<file path="config.mk">
export PLATFORM = sky130hd
export DESIGN_NAME = cascade_counter32
export DESIGN_NICKNAME = d
export VERILOG_FILES = /design/src/rtl/cc_pkg.sv /design/src/rtl/cc_prescale.sv /design/src/rtl/cc_quad_dec.sv /design/src/rtl/cc_channel.sv /design/src/rtl/cascade_counter32.sv
export SDC_FILE = /design/constraint.sdc
export NUM_CORES = 1
export LEC_CHECK = 0
export BUFFER_PORTS_ARGS = -buffer_cell sky130_fd_sc_hd__buf_2
export CAP_MARGIN = 40
export CELL_PAD_IN_SITES_DETAIL_PLACEMENT = 1
export CELL_PAD_IN_SITES_GLOBAL_PLACEMENT = 1
export CORE_MARGIN = 10
export CORE_UTILIZATION = 45
export DETAILED_ROUTE_END_ITERATION = 10
export GPL_TIMING_DRIVEN = 0
export HOLD_SLACK_MARGIN = 0.08
export PLACE_DENSITY_LB_ADDON = 0.05
export SLEW_MARGIN = 20
export SYNTH_ARGS = -nofsm -noshare
export SYNTH_HDL_FRONTEND = slang
export SYNTH_SLANG_ARGS = --single-unit
</file>
<file path="constraint.sdc">
create_clock -name clk -period 6.1 [get_ports clk]
set_input_delay 0.305 -clock clk [delete_from_list [all_inputs] [get_ports clk]]
set_output_delay 0.305 -clock clk [all_outputs]
set_load 0.1 [all_outputs]
</file>
<file path="src/rtl/cc_pkg.sv">
package cc_pkg;
  localparam int CSEL_W = 3;
  localparam logic [CSEL_W-1:0] CS_HOLD = 3'd4;
  localparam logic [CSEL_W-1:0] CS_CASC = 3'd7;
  localparam logic [1:0] RG_CTRL = 2'd0;
  localparam logic [1:0] RG_LOAD = 2'd1;
  localparam logic [1:0] RG_FCLR = 2'd2;

  typedef struct packed {
    logic              quad;
    logic [CSEL_W-1:0] sel;
  } chan_ctrl_t;
endpackage

</file>
<file path="src/rtl/cc_prescale.sv">
module cc_prescale #(
  parameter int N_DIV    = 4,
  parameter int STEP_LOG = 2
) (
  input  logic             clk,
  input  logic             rst,
  output logic [N_DIV-1:0] tick
);
  localparam int PW = STEP_LOG * (N_DIV - 1);

  logic [PW-1:0] pre;

  always_ff @(posedge clk) begin
    if (rst) pre <= '0;
    else     pre <= pre + 1'b1;
  end

  // tap k fires once every 2^(STEP_LOG*k) cycles
  for (genvar k = 0; k < N_DIV; k++) begin : g_tap
    if (k == 0) begin : g_every
      assign tick[k] = 1'b1;
    end else begin : g_div
      assign tick[k] = &pre[STEP_LOG*k-1:0];
    end
  end
endmodule

</file>
<file path="src/rtl/cc_quad_dec.sv">
module cc_quad_dec #(
  parameter int SYNC_STAGES = 2
) (
  input  logic clk,
  input  logic rst,
  input  logic enc_a,
  input  logic enc_b,
  output logic step_up,
  output logic step_dn
);
  logic [SYNC_STAGES-1:0] sa, sb;
  logic pa, pb;
  logic a_s, b_s, da, db, dir;

  always_ff @(posedge clk) begin
    if (rst) begin
      sa <= '0;
      sb <= '0;
      pa <= 1'b0;
      pb <= 1'b0;
    end else begin
      sa <= {sa[SYNC_STAGES-2:0], enc_a};
      sb <= {sb[SYNC_STAGES-2:0], enc_b};
      pa <= sa[SYNC_STAGES-1];
      pb <= sb[SYNC_STAGES-1];
    end
  end

  assign a_s = sa[SYNC_STAGES-1];
  assign b_s = sb[SYNC_STAGES-1];
  assign da  = a_s ^ pa;
  assign db  = b_s ^ pb;

  always_comb begin
    step_up = 1'b0;
    step_dn = 1'b0;
    dir     = 1'b0;
    if (da ^ db) begin
      dir     = da ? (a_s ^ b_s) : ~(a_s ^ b_s);
      step_up = dir;
      step_dn = ~dir;
    end
  end
endmodule

</file>
<file path="src/rtl/cc_channel.sv">
module cc_channel
  import cc_pkg::*;
#(
  parameter int CW       = 16,
  parameter int N_DIV    = 4,
  parameter bit HAS_CASC = 1'b1
) (
  input  logic             clk,
  input  logic             rst,
  input  logic             ctrl_we,
  input  logic             load_we,
  input  logic             fclr_we,
  input  logic [CW-1:0]    wr_data,
  input  logic [N_DIV-1:0] tick,
  input  logic             casc_up,
  input  logic             casc_dn,
  input  logic             q_up,
  input  logic             q_dn,
  output logic [CW-1:0]    count,
  output logic             ovf,
  output logic             unf,
  output logic             carry,
  output logic             borrow,
  output chan_ctrl_t       ctrl
);
  localparam int SW = (N_DIV > 1) ? $clog2(N_DIV) : 1;

  logic ev_up, ev_dn;

  always_ff @(posedge clk) begin
    if (rst) begin
      ctrl.quad <= 1'b0;
      ctrl.sel  <= CS_HOLD;
    end else if (ctrl_we) begin
      ctrl.quad <= wr_data[CSEL_W];
      ctrl.sel  <= wr_data[CSEL_W-1:0];
    end
  end

  always_comb begin
    ev_up = 1'b0;
    ev_dn = 1'b0;
    if (ctrl.quad) begin
      ev_up = q_up;
      ev_dn = q_dn;
    end else if (HAS_CASC && ctrl.sel == CS_CASC) begin
      ev_up = casc_up;
      ev_dn = casc_dn;
    end else if (ctrl.sel < CSEL_W'(N_DIV)) begin
      ev_up = tick[ctrl.sel[SW-1:0]];
    end
  end

  assign carry  = ev_up & (count == '1) & ~load_we;
  assign borrow = ev_dn & (count == '0) & ~load_we;

  always_ff @(posedge clk) begin
    if (rst)          count <= '0;
    else if (load_we) count <= wr_data;
    else if (ev_up)   count <= count + 1'b1;
    else if (ev_dn)   count <= count - 1'b1;
  end

  always_ff @(posedge clk) begin
    if (rst) begin
      ovf <= 1'b0;
      unf <= 1'b0;
    end else begin
      ovf <= carry  | (ovf & ~(fclr_we & wr_data[0]));
      unf <= borrow | (unf & ~(fclr_we & wr_data[1]));
    end
  end
endmodule

</file>
<file path="src/rtl/cascade_counter32.sv">
module cascade_counter32
  import cc_pkg::*;
#(
  parameter int CW          = 16,
  parameter int N_CH        = 2,
  parameter int N_DIV       = 4,
  parameter int DIV_LOG     = 2,
  parameter int SYNC_STAGES = 2,
  localparam int CH_W       = (N_CH > 1) ? $clog2(N_CH) : 1,
  localparam int AW         = CH_W + 2
) (
  input  logic                     clk,
  input  logic                     rst,
  input  logic                     wr_en,
  input  logic [AW-1:0]            wr_addr,
  input  logic [CW-1:0]            wr_data,
  input  logic [N_CH-1:0]          enc_a,
  input  logic [N_CH-1:0]          enc_b,
  output logic [N_CH-1:0][CW-1:0]  count_o,
  output logic [N_CH-1:0]          ovf_o,
  output logic [N_CH-1:0]          unf_o
);
  logic [N_DIV-1:0]              tick;
  logic [N_CH-1:0]               carry, borrow, cin_up, cin_dn;
  logic [N_CH-1:0]               q_up, q_dn;
  logic [N_CH-1:0][CSEL_W-1:0]   sel_q;
  logic [N_CH-1:0]               quad_q;
  chan_ctrl_t                    ctrl_w [N_CH];
  logic [CH_W-1:0]               wr_ch;
  logic [1:0]                    wr_rg;

  assign wr_ch = wr_addr[AW-1:2];
  assign wr_rg = wr_addr[1:0];

  cc_prescale #(.N_DIV(N_DIV), .STEP_LOG(DIV_LOG)) u_pre (
    .clk(clk), .rst(rst), .tick(tick)
  );

  for (genvar i = 0; i < N_CH; i++) begin : g_ch
    logic hit;
    assign hit = wr_en && (wr_ch == CH_W'(i));

    if (i == 0) begin : g_first
      assign cin_up[i] = 1'b0;
      assign cin_dn[i] = 1'b0;
    end else begin : g_chain
      assign cin_up[i] = carry[i-1];
      assign cin_dn[i] = borrow[i-1];
    end

    cc_quad_dec #(.SYNC_STAGES(SYNC_STAGES)) u_qd (
      .clk(clk), .rst(rst), .enc_a(enc_a[i]), .enc_b(enc_b[i]),
      .step_up(q_up[i]), .step_dn(q_dn[i])
    );

    cc_channel #(.CW(CW), .N_DIV(N_DIV), .HAS_CASC(i > 0)) u_chan (
      .clk(clk), .rst(rst),
      .ctrl_we(hit && wr_rg == RG_CTRL),
      .load_we(hit && wr_rg == RG_LOAD),
      .fclr_we(hit && wr_rg == RG_FCLR),
      .wr_data(wr_data), .tick(tick),
      .casc_up(cin_up[i]), .casc_dn(cin_dn[i]),
      .q_up(q_up[i]), .q_dn(q_dn[i]),
      .count(count_o[i]), .ovf(ovf_o[i]), .unf(unf_o[i]),
      .carry(carry[i]), .borrow(borrow[i]), .ctrl(ctrl_w[i])
    );

    assign sel_q[i]  = ctrl_w[i].sel;
    assign quad_q[i] = ctrl_w[i].quad;
  end
endmodule

</file>
Yosys cells after proc, flatten, opt, wreduce, memory -nomap -nowiden
Cells that the tools add are included.
{"block": "totals", "reg_bits": 62, "latch_bits": 0, "ram_bits": 0, "mem_bits_ro": 0, "in_bits": 26, "output_inout_bits": 36, "wordCells": 112, "n_memories": 0}
{"block": "op_classes", "n_addsub": 5, "multipliers": 0, "n_div": 0, "magnitude_cmp": 4, "n_eq_ne": 5, "n_shift": 0, "muxes": 24, "bitwise": 39, "reduce_logical": 16}
{"op": "$mux W16", "n": 6}
{"op": "$add A16 B1 Y16 const B", "n": 2}
{"op": "$eq A16 B16 Y1 const B", "n": 2}
{"op": "$logic_not A16 Y1", "n": 2}
{"op": "$sub A16 B1 Y16 const B", "n": 2}
{"op": "$and A1 B1 Y1", "n": 16}
{"op": "$mux W1", "n": 16}
{"op": "$not A1 Y1", "n": 11}
{"op": "$logic_and A1 B1 Y1", "n": 8}
{"op": "$xor A1 B1 Y1", "n": 8}
{"op": "$add A6 B1 Y6 const B", "n": 1}
{"op": "$lt A2 B3 Y1 const B", "n": 2}
{"op": "$lt A3 B3 Y1 const B", "n": 2}
{"op": "$reduce_and A6 Y1", "n": 1}
{"op": "$reduce_bool A3 Y1", "n": 2}
{"op": "$bmux W1 S2", "n": 2}
{"op": "$or A1 B1 Y1", "n": 4}
{"op": "$reduce_and A4 Y1", "n": 1}
{"op": "$eq A3 B3 Y1 const B", "n": 1}
{"op": "$eq A2 B1 Y1 const B", "n": 1}
{"op": "$eq A2 B2 Y1 const B", "n": 1}
{"op": "$logic_not A2 Y1", "n": 1}
{"op": "$reduce_and A2 Y1", "n": 1}

Longest topological paths before layout
Gate-level depths: netlist of the first run.
{"block": "depth", "ltp_word": 13, "ltp_mapped": 16}

Cells and area by module
From an unflattened synthesis of the first run, not the netlist that was laid out.
{"block": "unflattened", "hier_cells": 522, "hier_area_um2": 4331.7}
{"mod": "cc_channel (g_ch[0].u_chan)", "instances": 1, "cells_each": 229, "area_each_um2": 1848.0, "seq_area_each_um2": 440.4}
{"mod": "cc_channel (g_ch[1].u_chan)", "instances": 1, "cells_each": 229, "area_each_um2": 1799.2, "seq_area_each_um2": 440.4}
{"mod": "cc_quad_dec", "instances": 2, "cells_each": 16, "area_each_um2": 185.2, "seq_area_each_um2": 120.1}
{"mod": "cc_prescale", "instances": 1, "cells_each": 25, "area_each_um2": 235.2, "seq_area_each_um2": 120.1}
{"mod": "cascade_counter32", "instances": 1, "cells_each": 7, "area_each_um2": 78.8, "seq_area_each_um2": 0.0}

Worst setup path after synthesis of the first run
Ideal clock, no wire load.
{"block": "synth_timing", "path_type": "register -> register", "start": "register u_pre.pre[0]", "end": "register g_ch[1].u_chan.count[10]", "setup_ns": 0.086, "arrival_time_ns": 4.040, "setup_slack_ns": 1.974, "path_stages_with_launch": 16, "path_buffers": 2, "period_less_slack_ns": 4.126, "path_cell_list": "dfxtp_1 -> ha_1 -> nand3_1 -> o21ai_0 -> a32oi_1 -> o31ai_1 -> buf_2 -> buf_2 -> xnor2_1 -> ha_1 -> or2_2 -> or4_1 -> nor2_1 -> o22ai_1 -> xor2_1 -> a211oi_1"}
{"block": "synth_between", "elab_chain_len": 11}
{"item": "from (decl)", "line": "cc_prescale.sv:11", "source": "logic [PW-1:0] pre;"}
{"item": "from (signal assigned)", "line": "cc_prescale.sv:15", "source": "else pre <= pre + 1'b1;"}
{"item": "$reduce_and A6 Y1, or another cell as far along", "line": "cc_prescale.sv:23", "source": "assign tick[k] = &pre[STEP_LOG*k-1:0];"}
{"item": "$bmux W1 S2", "line": "cc_channel.sv:50", "source": "ev_up = tick[ctrl.sel[SW-1:0]];"}
{"item": "$mux W1 (not written as such)", "line": "cc_channel.sv:50"}
{"item": "$mux W1", "line": "cc_channel.sv:49", "source": "end else if (ctrl.sel < CSEL_W'(N_DIV)) begin"}
{"item": "$mux W1", "line": "cc_channel.sv:43", "source": "if (ctrl.quad) begin"}
{"item": "$and A1 B1 Y1 (2 in a row)", "line": "cc_channel.sv:54", "source": "assign carry = ev_up & (count == '1) & ~load_we;"}
{"item": "$mux W1 (*)", "line": "cc_channel.sv:46", "source": "end else if (HAS_CASC && ctrl.sel == CS_CASC) begin"}
{"item": "$mux W1 (*)", "line": "cc_channel.sv:43"}
{"item": "$mux W16", "line": "cc_channel.sv:60", "source": "else if (ev_up) count <= count + 1'b1;"}
{"item": "$mux W16", "line": "cc_channel.sv:59", "source": "else if (load_we) count <= wr_data;"}
{"item": "to (signal assigned)", "line": "cc_channel.sv:59"}
{"item": "to (signal assigned)", "line": "cc_channel.sv:60"}
{"item": "to (signal assigned)", "line": "cc_channel.sv:61", "source": "else if (ev_dn) count <= count - 1'b1;"}
{"item": "to (decl)", "line": "cc_channel.sv:19", "source": "output logic [CW-1:0] count,"}
Mark *: on every way between the ends. The rest lies on a longest branch, timed or not. The select of a mux whose other input is x is not followed.
A chain may end at the register's enable or synchronous reset.

Worst setup path after layout of the first run
Same ends and word-level chain as after synthesis.

==> results of run 1 <==
## per-layer routing
| layer | global-route usage | part of all wire | vias to the layer above |
|---|---|---|---|
| met4 | 0.0471 | 0.010 | 0 |
| met1 | 0.254 | 0.46 | 1820 |
| met5 | 0 | 0 | - |
| li1 | - | - | 1834 |
| met2 | 0.314 | 0.47 | 97 |
| met3 | 0.0413 | 0.059 | 13 |
## registers in the layout, indices dropped and copies added (netlist names)
signal	flops
g_ch.u_chan.ctrl	8
g_ch.u_qd.pb	2
g_ch.u_chan.count	32
g_ch.u_qd.pa	2
g_ch.u_qd.sa	4
g_ch.u_qd.sb	4
g_ch.u_chan.unf	2
u_pre.pre	6
g_ch.u_chan.ovf	2
## kinds of logic after synthesis
| logic type | count (synthesis) |
|---|---|
| xor gates and xnor gates | 34 |
| DFF | 62 |
| muxes | 9 |
| AOI/OAI and AO/OA | 116 |
| buffers and inverters | 30 |
| adders and majority gates | 17 |
| and+or+nand+nor | 197 |
## cells in the mapped netlist, types with 5 or more instances
| library cell | count | area [um2] |
|---|---|---|
| a211oi_1 | 10 | 75.1 |
| a21o_1 | 8 | 60.1 |
| a21oi_1 | 30 | 150 |
| a41oi_1 | 5 | 43.8 |
| and3_1 | 10 | 62.6 |
| clkbuf_1 | 14 | 52.6 |
| dfxtp_1 | 62 | 1240 |
| ha_1 | 16 | 200 |
| mux2i_1 | 9 | 90.1 |
| nand2_1 | 47 | 176 |
| nand2b_1 | 6 | 37.5 |
| nand3_1 | 13 | 65.1 |
| nand4_1 | 10 | 62.6 |
| nor2_1 | 49 | 184 |
| nor2b_1 | 15 | 93.8 |
| nor3_1 | 16 | 80.1 |
| o211a_1 | 6 | 60.1 |
| o211ai_1 | 8 | 60.1 |
| o21ai_0 | 17 | 85.1 |
| or3_1 | 6 | 37.5 |
| xnor2_1 | 19 | 166 |
| xor2_1 | 15 | 131 |
## worst reg2reg max path, delay by kind of cell (launching register included)
family	cells	cell delay, ps
AO/OA/AOI/OAI	5	1530
flip-flops	1	380
AND/OR/NAND/NOR	4	1100
XOR/XNOR	2	270
buffers and inverters	2	630
adder cells (fa/ha/maj)	2	520
## per-stage QoR
step / util / cells / total power, uW / worst slack, ps
finish: 0.541 / 647 / 1120 / 1610
global route: 0.541 / 647 / 1170 / 1280
CTS: 0.541 / 647 / 1120 / 1610
detailed placement: 0.517 / 631 / 744 / 1640
global placement: 0.514 / 630 / 734 / 888
floorplan: - / 465 / 670 / 1970
## path summary, 6_finish.rpt
kind | startpoint | end | cells after the start
worst max register to register | u_pre.pre[0] | g_ch[1].u_chan.count[10] | 15
worst max-delay path | u_pre.pre[0] | g_ch[1].u_chan.count[10] | 15
worst min register to register | g_ch[0].u_qd.sa[0] | g_ch[0].u_qd.sa[1] | 1
worst min-delay path | enc_a[1] | g_ch[1].u_qd.sa[0] | 2
## final cells by class
cell class	count	area (um2)	area share
Multi-Input combinational cell	373	2410	0.542
Clock buffer	9	124	0.0278
Clock inverter	7	80.1	0.0180
Sequential cell	62	1240	0.279
Tap cell	105	131	0.0295
Inverter	4	15.0	0.00337
Buffer	26	133	0.0298
Timing Repair Buffer	61	312	0.0700
## power groups by stage
stage | registers [uW] | logic (uW) | clock network [uW]
after CTS | 440 | 296 | 386
after floorplan | 516 | 154 | 0
final | 440 | 295 | 382
after global routing | 443 | 321 | 403
after detailed placement | 450 | 294 | 0
after global placement | 449 | 286 | 0
==> results.toml, run 1 <==
[run_status]
status = "completed"

[timing]
timing.final.crit_period_ps = 4490
grt_setup_unrepaired = "no"
final_max_slew_viol_count = 0
relSlewSlack = 0.481
fin_setup_tns_ps = 0
holdWs_ps = 161
setup_viol = 0
fmax_ghz = 0.223
period_share = 0.736
hold_viol = 0
clock-skew-final_ps = 8.68
tightest_slew_ps = 772

[clock_tree]
cts_tree = "built"
numCtsBuffers = 9
cts.sinks = 62
hold_buffers = 0
cts.clk_slew.worst_paths_ps = 80
clockBufferDepth = 2
cts_setup_buffers = 0
root_buffer = "clkbuf_8"
postCtsResizedCells = 0
clk_latency_ps = 350
htree_levels = 3

[placement]
gp_congestion = 0.874
post-dp-hpwl_um = 9710
place_area_um2 = 4250
portBuffers = 60

[setup_path]
endpoint_kind = "register"
crit_arrival_ps = 4760
cp_num_buf_inv = 2
crit_path_top_delay_cell = "o31ai_1"
r2r_setup_slack_ps = 1610
cp_max_fo = 10
crit_type = "reg2reg"
crit_chain = "ha_1 > nand3_1 > o21ai_0 > a32oi_2 > o31ai_1 > buf_2 > buf_2 > xnor2_1 > ha_1 > or2_2 > or4_1 > nor2_1 > o22ai_1 > xor2_1 > a211oi_1"
cp-start-kind = "register"
cp.required_ps = 6370
cp_top_family = "compound AO/OA/AOI/OAI gates"
cpPeakStageDelay_ps = 580

[finish]
area_growth_syn_to_layout_pct = 17.2
fill_cells = 1061
final_common_cell = "buf_2"
nNetsFinal = 580
layout-drive-gt1-share = 0.185
final_cell_mix = "buf_2 (63), dfxtp_1 (62), nor2_1 (49)"
design_area_um2 = 4450
n_antenna_cell = 0

[logic_synthesis]
syn_area_um2 = 3790
yosys_warnings = 0
synth_compound_area_frac = 0.212
seq_area_frac_synth = 0.327
syn_inst = 465
synthSimpleGateAreaFrac = 0.262
synth-adder-area-share = 0.0580
synth_top_family_by_area = "simple AND/OR/NAND/NOR gates"
yosysUniqueCellTypes = 62
muxShareOfSynthArea = 0.0237
syn_nets = 508
synth_ff_type = "dfxtp_1"
syn_area_per_cell_um2 = 8.16
synth_xor_area_frac = 0.0785
synthArstFlopShare = 0
yosys_register_bits = 62
synth-edff-count = 0

[routing]
drt-total-wl_um = 12600
drtPass1Iterations = 4
drc = 0
avgRoutedWirePerCell_um = 19.5
vias_per_cell = 5.82
vias = 3764
antenna_left = 0
drt-initial-drc-count = 218

[global_route]
overflow = 0
antenna_found_initial = 0
grt_pass1_wl_um = 20200
grtUsageTotal = 0.194
first_global_vias = 3831
grt_max_degree = 15

[power]
p_int_uw = 711
p_per_area_nw_per_um2 = 251
p_sw_frac = 0.364
pwr-share-clk = 0.342
p_seq_frac = 0.394
p_sw_uw = 406
leakagePower_uw = 0.00188
pwr-share-comb = 0.264
ir_drop_mv = 0.171

[die]
fp.coreArea_um2 = 8220
num_io_pins = 62
die_y_um = 112
rows = 33
die_w_um = 112
die_area_um2 = 12500
start_util = 0.462

[flow_run]
maxCapViolCount = 0

[min_path]
min-delay-path-class = "in2reg"
Note: power is estimated with default switching activity, not from simulation.
==> inputs of run 2 (changes only) <==
--- a/config.mk
+++ b/config.mk
@@ -10,7 +10,7 @@
 export CELL_PAD_IN_SITES_DETAIL_PLACEMENT = 1
 export CELL_PAD_IN_SITES_GLOBAL_PLACEMENT = 1
 export CORE_MARGIN = 10
-export CORE_UTILIZATION = 45
+export CORE_UTILIZATION = 42
 export DETAILED_ROUTE_END_ITERATION = 10
 export GPL_TIMING_DRIVEN = 0
 export HOLD_SLACK_MARGIN = 0.08
==> constraint.sdc (replaced) <==
create_clock -name clk -period 4.3 [get_ports clk]
set_input_delay 0.215 -clock clk [delete_from_list [all_inputs] [get_ports clk]]
set_output_delay 0.215 -clock clk [all_outputs]
set_load 0.1 [all_outputs]
==> run 2 against run 1 <==
Net effect:
- combinational power rose by 43%
- cell area grew 0.93%
- utilization fell by 2.9 points
- cell count rose by 0.77%
- critical endpoint unchanged
- largest cell class unchanged
- largest power group unchanged
==> results.toml, run 2 (synthesized netlist as in run 1, its figures left out) <==
[setup_path]
r2r_end = "g_ch[1].u_chan.count[10]"
crit_end = "g_ch[1].u_chan.count[10]"
cp.depth = 16
r2r_setup_slack_ps = 240
ff2ff_path_depth = 16
timing.rr.start = "u_pre.pre[0]"
crit_chain = "ha_2 > nand3_1 > o21ai_2 > a32oi_4 > buf_6 > o31ai_4 > buf_4 > clkbuf_4 > xnor2_1 > ha_1 > or2_2 > or4_1 > nor2_1 > o22ai_1 > xor2_1 > a211oi_1"
cpPeakStageDelay_ps = 410
cp_max_fo = 10
critPathLaunch = "u_pre.pre[0]"
cp_top_family = "compound AO/OA/AOI/OAI gates"
cp-start-kind = "register"
crit_path_top_delay_cell = "or4_1"
cp.required_ps = 4560
cp_num_buf_inv = 3
crit_type = "reg2reg"
crit_arrival_ps = 4320
endpoint_kind = "register"

[clock_tree]
root_buffer = "clkbuf_8"
cts_setup_buffers = 0
clk_latency_ps = 350
clockBufferDepth = 2
cts.clk_slew.worst_paths_ps = 80
cts.sinks = 62
htree_levels = 3
numCtsBuffers = 9
cts_tree = "built"

[routing]
antenna_left = 0
drc = 0
vias = 3764
drt-total-wl_um = 12600
avgRoutedWirePerCell_um = 19.3
vias_per_cell = 5.77
drtPass1Iterations = 4
drt-initial-drc-count = 188

[finish]
final_cell_mix = "dfxtp_1 (62), buf_2 (61), nor2_1 (48)"
nNetsFinal = 582
utilization = 0.512
n_antenna_cell = 0
design_area_um2 = 4490
final_common_cell = "dfxtp_1"
area_growth_syn_to_layout_pct = 18.3
fill_cells = 1084
reg.largest.list = "g_ch.u_chan.count (32), g_ch.u_chan.ctrl (8), u_pre.pre (6)"
largest_reg_flops = 32
top_register = "g_ch.u_chan.count"
layout-drive-gt1-share = 0.191

[timing]
clock-skew-final_ps = 19.9
setup_ws_ps = 241
setup_viol = 0
final_max_slew_viol_count = 0
hold_viol = 0
fmax_ghz = 0.246
tightest_slew_ps = 830
period_share = 0.944
grt_setup_unrepaired = "no"
timing.final.crit_period_ps = 4060
relSlewSlack = 0.442

[min_path]
min_path_cells = 2
min-delay-path-class = "in2reg"
min_from = "enc_b[1]"

[die]
die_y_um = 115
num_io_pins = 62
start_util = 0.433
die_area_um2 = 13200
fp.coreArea_um2 = 8760
rows = 34
die_w_um = 115

[power]
leakagePower_uw = 0.00188
ir_drop_mv = 0.192
p_per_area_nw_per_um2 = 341

[placement]
post-dp-hpwl_um = 9860
dp_slack_ps = -373
place_area_um2 = 4250
gp_congestion = 0.833
portBuffers = 60

[global_route]
overflow = 0
first_global_vias = 3961
grt_pass1_wl_um = 20100
grt_max_degree = 13
grtUsageTotal = 0.188
antenna_found_initial = 0

[flow_run]
maxCapViolCount = 0

[run_status]
status = "completed"
[run 2: power by group]
group,internal [uW],switching [uW],total (uW)
clock network,228,255,483
registers,597,28.5,625
logic,139,284,422
[run 2: how the worst min path moves through the flow]
stage                               endpoint
final                     g_ch[1].u_qd.sb[0]
after global routing      g_ch[1].u_qd.sb[0]
after CTS                 g_ch[1].u_qd.sb[0]
after detailed placement  g_ch[0].u_qd.sa[1]
after global placement    g_ch[1].u_qd.sa[1]
after floorplan           g_ch[0].u_qd.sa[0]
[run 2: what timing repair did]
item,CTS,global route
hold endpoints to repair,2,0
pin swaps,0,1
resized for setup,5,6
hold buffers,2,0
setup endpoints to repair,6,5
[run 2: final cells by class]
cell class | instances | area, um2 | area share
buffer | 26 | 138 | 0.0306
clock buffer | 10 | 138 | 0.0306
clock inverter | 6 | 43.8 | 0.00975
inverter | 4 | 15.0 | 0.00334
multi-input combinational | 373 | 2450 | 0.545
sequential | 62 | 1240 | 0.276
tap | 108 | 135 | 0.0301
timing repair buffer | 63 | 332 | 0.0738
[run 2: routing by layer]
metal / track usage / part of all wire / vias to the layer above
met5: 0 / 0 / -
met1: 0.230 / 0.46 / 1844
met4: 0.0602 / 0.018 / 0
li1: - / - / 1834
met2: 0.322 / 0.49 / 66
met3: 0.0385 / 0.032 / 20
[run 2: metrics by stage]
step | cells | TNS, ps | power, uW | hold slack, ps
finish | 652 | 0 | 1530 | 84.1
CTS | 652 | 0 | 1540 | 83.1
detailed placement | 634 | -979 | 1060 | 428
global placement | 633 | -7100 | 1040 | 418
floorplan | 465 | 0 | 950 | 343
global route | 652 | 0 | 1600 | 118
==> inputs of run 3 (changes only) <==
--- a/config.mk
+++ b/config.mk
@@ -8,9 +8,10 @@
 export BUFFER_PORTS_ARGS = -buffer_cell sky130_fd_sc_hd__buf_2
 export CAP_MARGIN = 40
 export CELL_PAD_IN_SITES_DETAIL_PLACEMENT = 1
-export CELL_PAD_IN_SITES_GLOBAL_PLACEMENT = 1
+export CELL_PAD_IN_SITES_GLOBAL_PLACEMENT = 2
+export CORE_ASPECT_RATIO = 0.9
 export CORE_MARGIN = 10
-export CORE_UTILIZATION = 42
+export CORE_UTILIZATION = 33
 export DETAILED_ROUTE_END_ITERATION = 10
 export GPL_TIMING_DRIVEN = 0
 export HOLD_SLACK_MARGIN = 0.08
==> run 3 against run 2 <==
Net effect:
- register-to-register slack improved by 30 ps
- maximum frequency increased by 0.74%
- first-iteration DRC count up 13%
- combinational power hardly changed
- critical path depth decreased by 1
- largest cell class unchanged
- via count is 1.2% lower
- count of clock-buffer cells in the layout did not move
- die area increased by 22%
==> results.toml, run 3 (synthesized netlist as in run 1, its figures left out) <==
[clock_tree]
cts_tree = "built"
cts.sinks = 62
clk_latency_ps = 340
root_buffer = "clkbuf_16"
cts_setup_buffers = 0
clockBufferDepth = 2
htree_levels = 3
cts.clk_slew.worst_paths_ps = 60
numCtsBuffers = 9

[global_route]
grt_pass1_wl_um = 21400
grt_max_degree = 13
grtUsageTotal = 0.166
antenna_found_initial = 0
first_global_vias = 3836
overflow = 0

[finish]
n_antenna_cell = 0
layout-drive-gt1-share = 0.190
largest_reg_flops = 32
top_register = "g_ch.u_chan.count"
nNetsFinal = 580
reg.largest.list = "g_ch.u_chan.count (32), g_ch.u_chan.ctrl (8), u_pre.pre (6)"
final_cell_mix = "buf_2 (62), dfxtp_1 (62), nor2_1 (49)"
design_area_um2 = 4680
area_growth_syn_to_layout_pct = 23.3

[routing]
drtPass1Iterations = 4
vias = 3717
vias_per_cell = 5.33
drt-initial-drc-count = 212
avgRoutedWirePerCell_um = 19.1
drc = 0
antenna_left = 0
drt-total-wl_um = 13300

[setup_path]
ff2ff_path_depth = 15
critPathLaunch = "u_pre.pre[0]"
endpoint_kind = "register"
r2r_end = "g_ch[1].u_chan.count[10]"
crit_type = "reg2reg"
r2r_setup_slack_ps = 270
crit_arrival_ps = 4280
cp-start-kind = "register"
cp.required_ps = 4550
timing.rr.start = "u_pre.pre[0]"
cp_max_fo = 10

[timing]
tightest_slew_ps = 760
setup_viol = 0
hold_viol = 0
relSlewSlack = 0.490
clock-skew-final_ps = 4.85
period_share = 0.937
fin_setup_tns_ps = 0
fmax_ghz = 0.248
timing.final.crit_period_ps = 4030
final_max_slew_viol_count = 0
grt_setup_unrepaired = "no"

[run_status]
status = "completed"

[placement]
place_area_um2 = 4310
post-dp-hpwl_um = 10400
gp_congestion = 0.827
portBuffers = 60

[die]
rows = 37
fp.coreArea_um2 = 11300
die_area_um2 = 16200
die_w_um = 133
start_util = 0.335
num_io_pins = 62
die_y_um = 122

[min_path]
min_path_cells = 2
min_to = "g_ch[1].u_qd.sb[0]"
min_from = "enc_b[1]"
min-delay-path-class = "in2reg"

[power]
pwr-share-comb = 0.228
pwr-share-clk = 0.436
leakagePower_uw = 0.00194
p_per_area_nw_per_um2 = 398
ir_drop_mv = 0.195
p_seq_frac = 0.336
p_int_uw = 1260
p_sw_frac = 0.323
p_sw_uw = 602

[flow_run]
maxCapViolCount = 0
-- run 3: area by class of cell --
class	instances	area, um2
clock inverters	6	92.6
inverters	4	15.0
repair buffers	61	312
flip-flops and latches	62	1240
clock buffers	10	239
plain buffers	26	135
fillers	1395	6660
well taps	156	195
multi-input cells	373	2450
-- run 3: routing by layer --
| metal | track usage | wire [um] | vias up |
|---|---|---|---|
| met2 | 0.257 | 5910 | 59 |
| met3 | 0.0383 | 597 | 9 |
| met4 | 0.0440 | 114 | 0 |
| li1 | - | - | 1836 |
| met5 | 0 | 0 | - |
| met1 | 0.228 | 6710 | 1813 |
-- run 3: timing repair --
action,CTS,global route
endpoints found under the setup margin,5,6
pin swaps,0,1
gates resized for setup,3,5
hold buffers,0,0
-- run 3: critical path: stages (launching register included) --
cell,delay [ps]
dfxtp_1,340
ha_1,250
nand3_1,210
o21ai_2,260
a32oi_4,210
o31ai_4,360
buf_2,300
clkbuf_4,270
xnor2_1,90
ha_1,250
or2_2,370
or4_1,430
nor2_1,100
o22ai_1,100
xor2_1,170
a211oi_1,230
-- run 3: worst max-delay path by stage --
stage | slack [ps] | depth (start not counted) | endpoint
after floorplan | 170 | 15 | g_ch[1].u_chan.count[10]
after global placement | -1020 | 13 | g_ch[0].u_chan.count[15]
after detailed placement | -170 | 15 | g_ch[1].u_chan.count[10]
after CTS | 50 | 14 | g_ch[0].u_chan.count[15]
after global routing | 10 | 14 | g_ch[0].u_chan.count[15]
final | 270 | 15 | g_ch[1].u_chan.count[10]
-- run 3: power groups by stage --
stage	combinational [uW]	clock, uW	sequential (uW)
2_1_floorplan	219	0	732
3_3_place_gp	415	0	638
3_5_place_dp	421	0	638
4_1_cts	424	825	625
5_1_grt	464	858	629
6_report	425	812	626
-- run 3: per-stage QoR --
step / hold slack, ps / util / power (uW) / cells / worst slack, ps
after floorplan: 343 / - / 950 / 465 / 174
after global placement: 416 / 0.378 / 1050 / 681 / -1020
after detailed placement: 428 / 0.380 / 1060 / 682 / -170
after CTS: 82.5 / 0.410 / 1870 / 698 / 45.6
after global routing: 89.5 / 0.413 / 1950 / 698 / 10.3
final: 85.6 / 0.413 / 1860 / 698 / 271
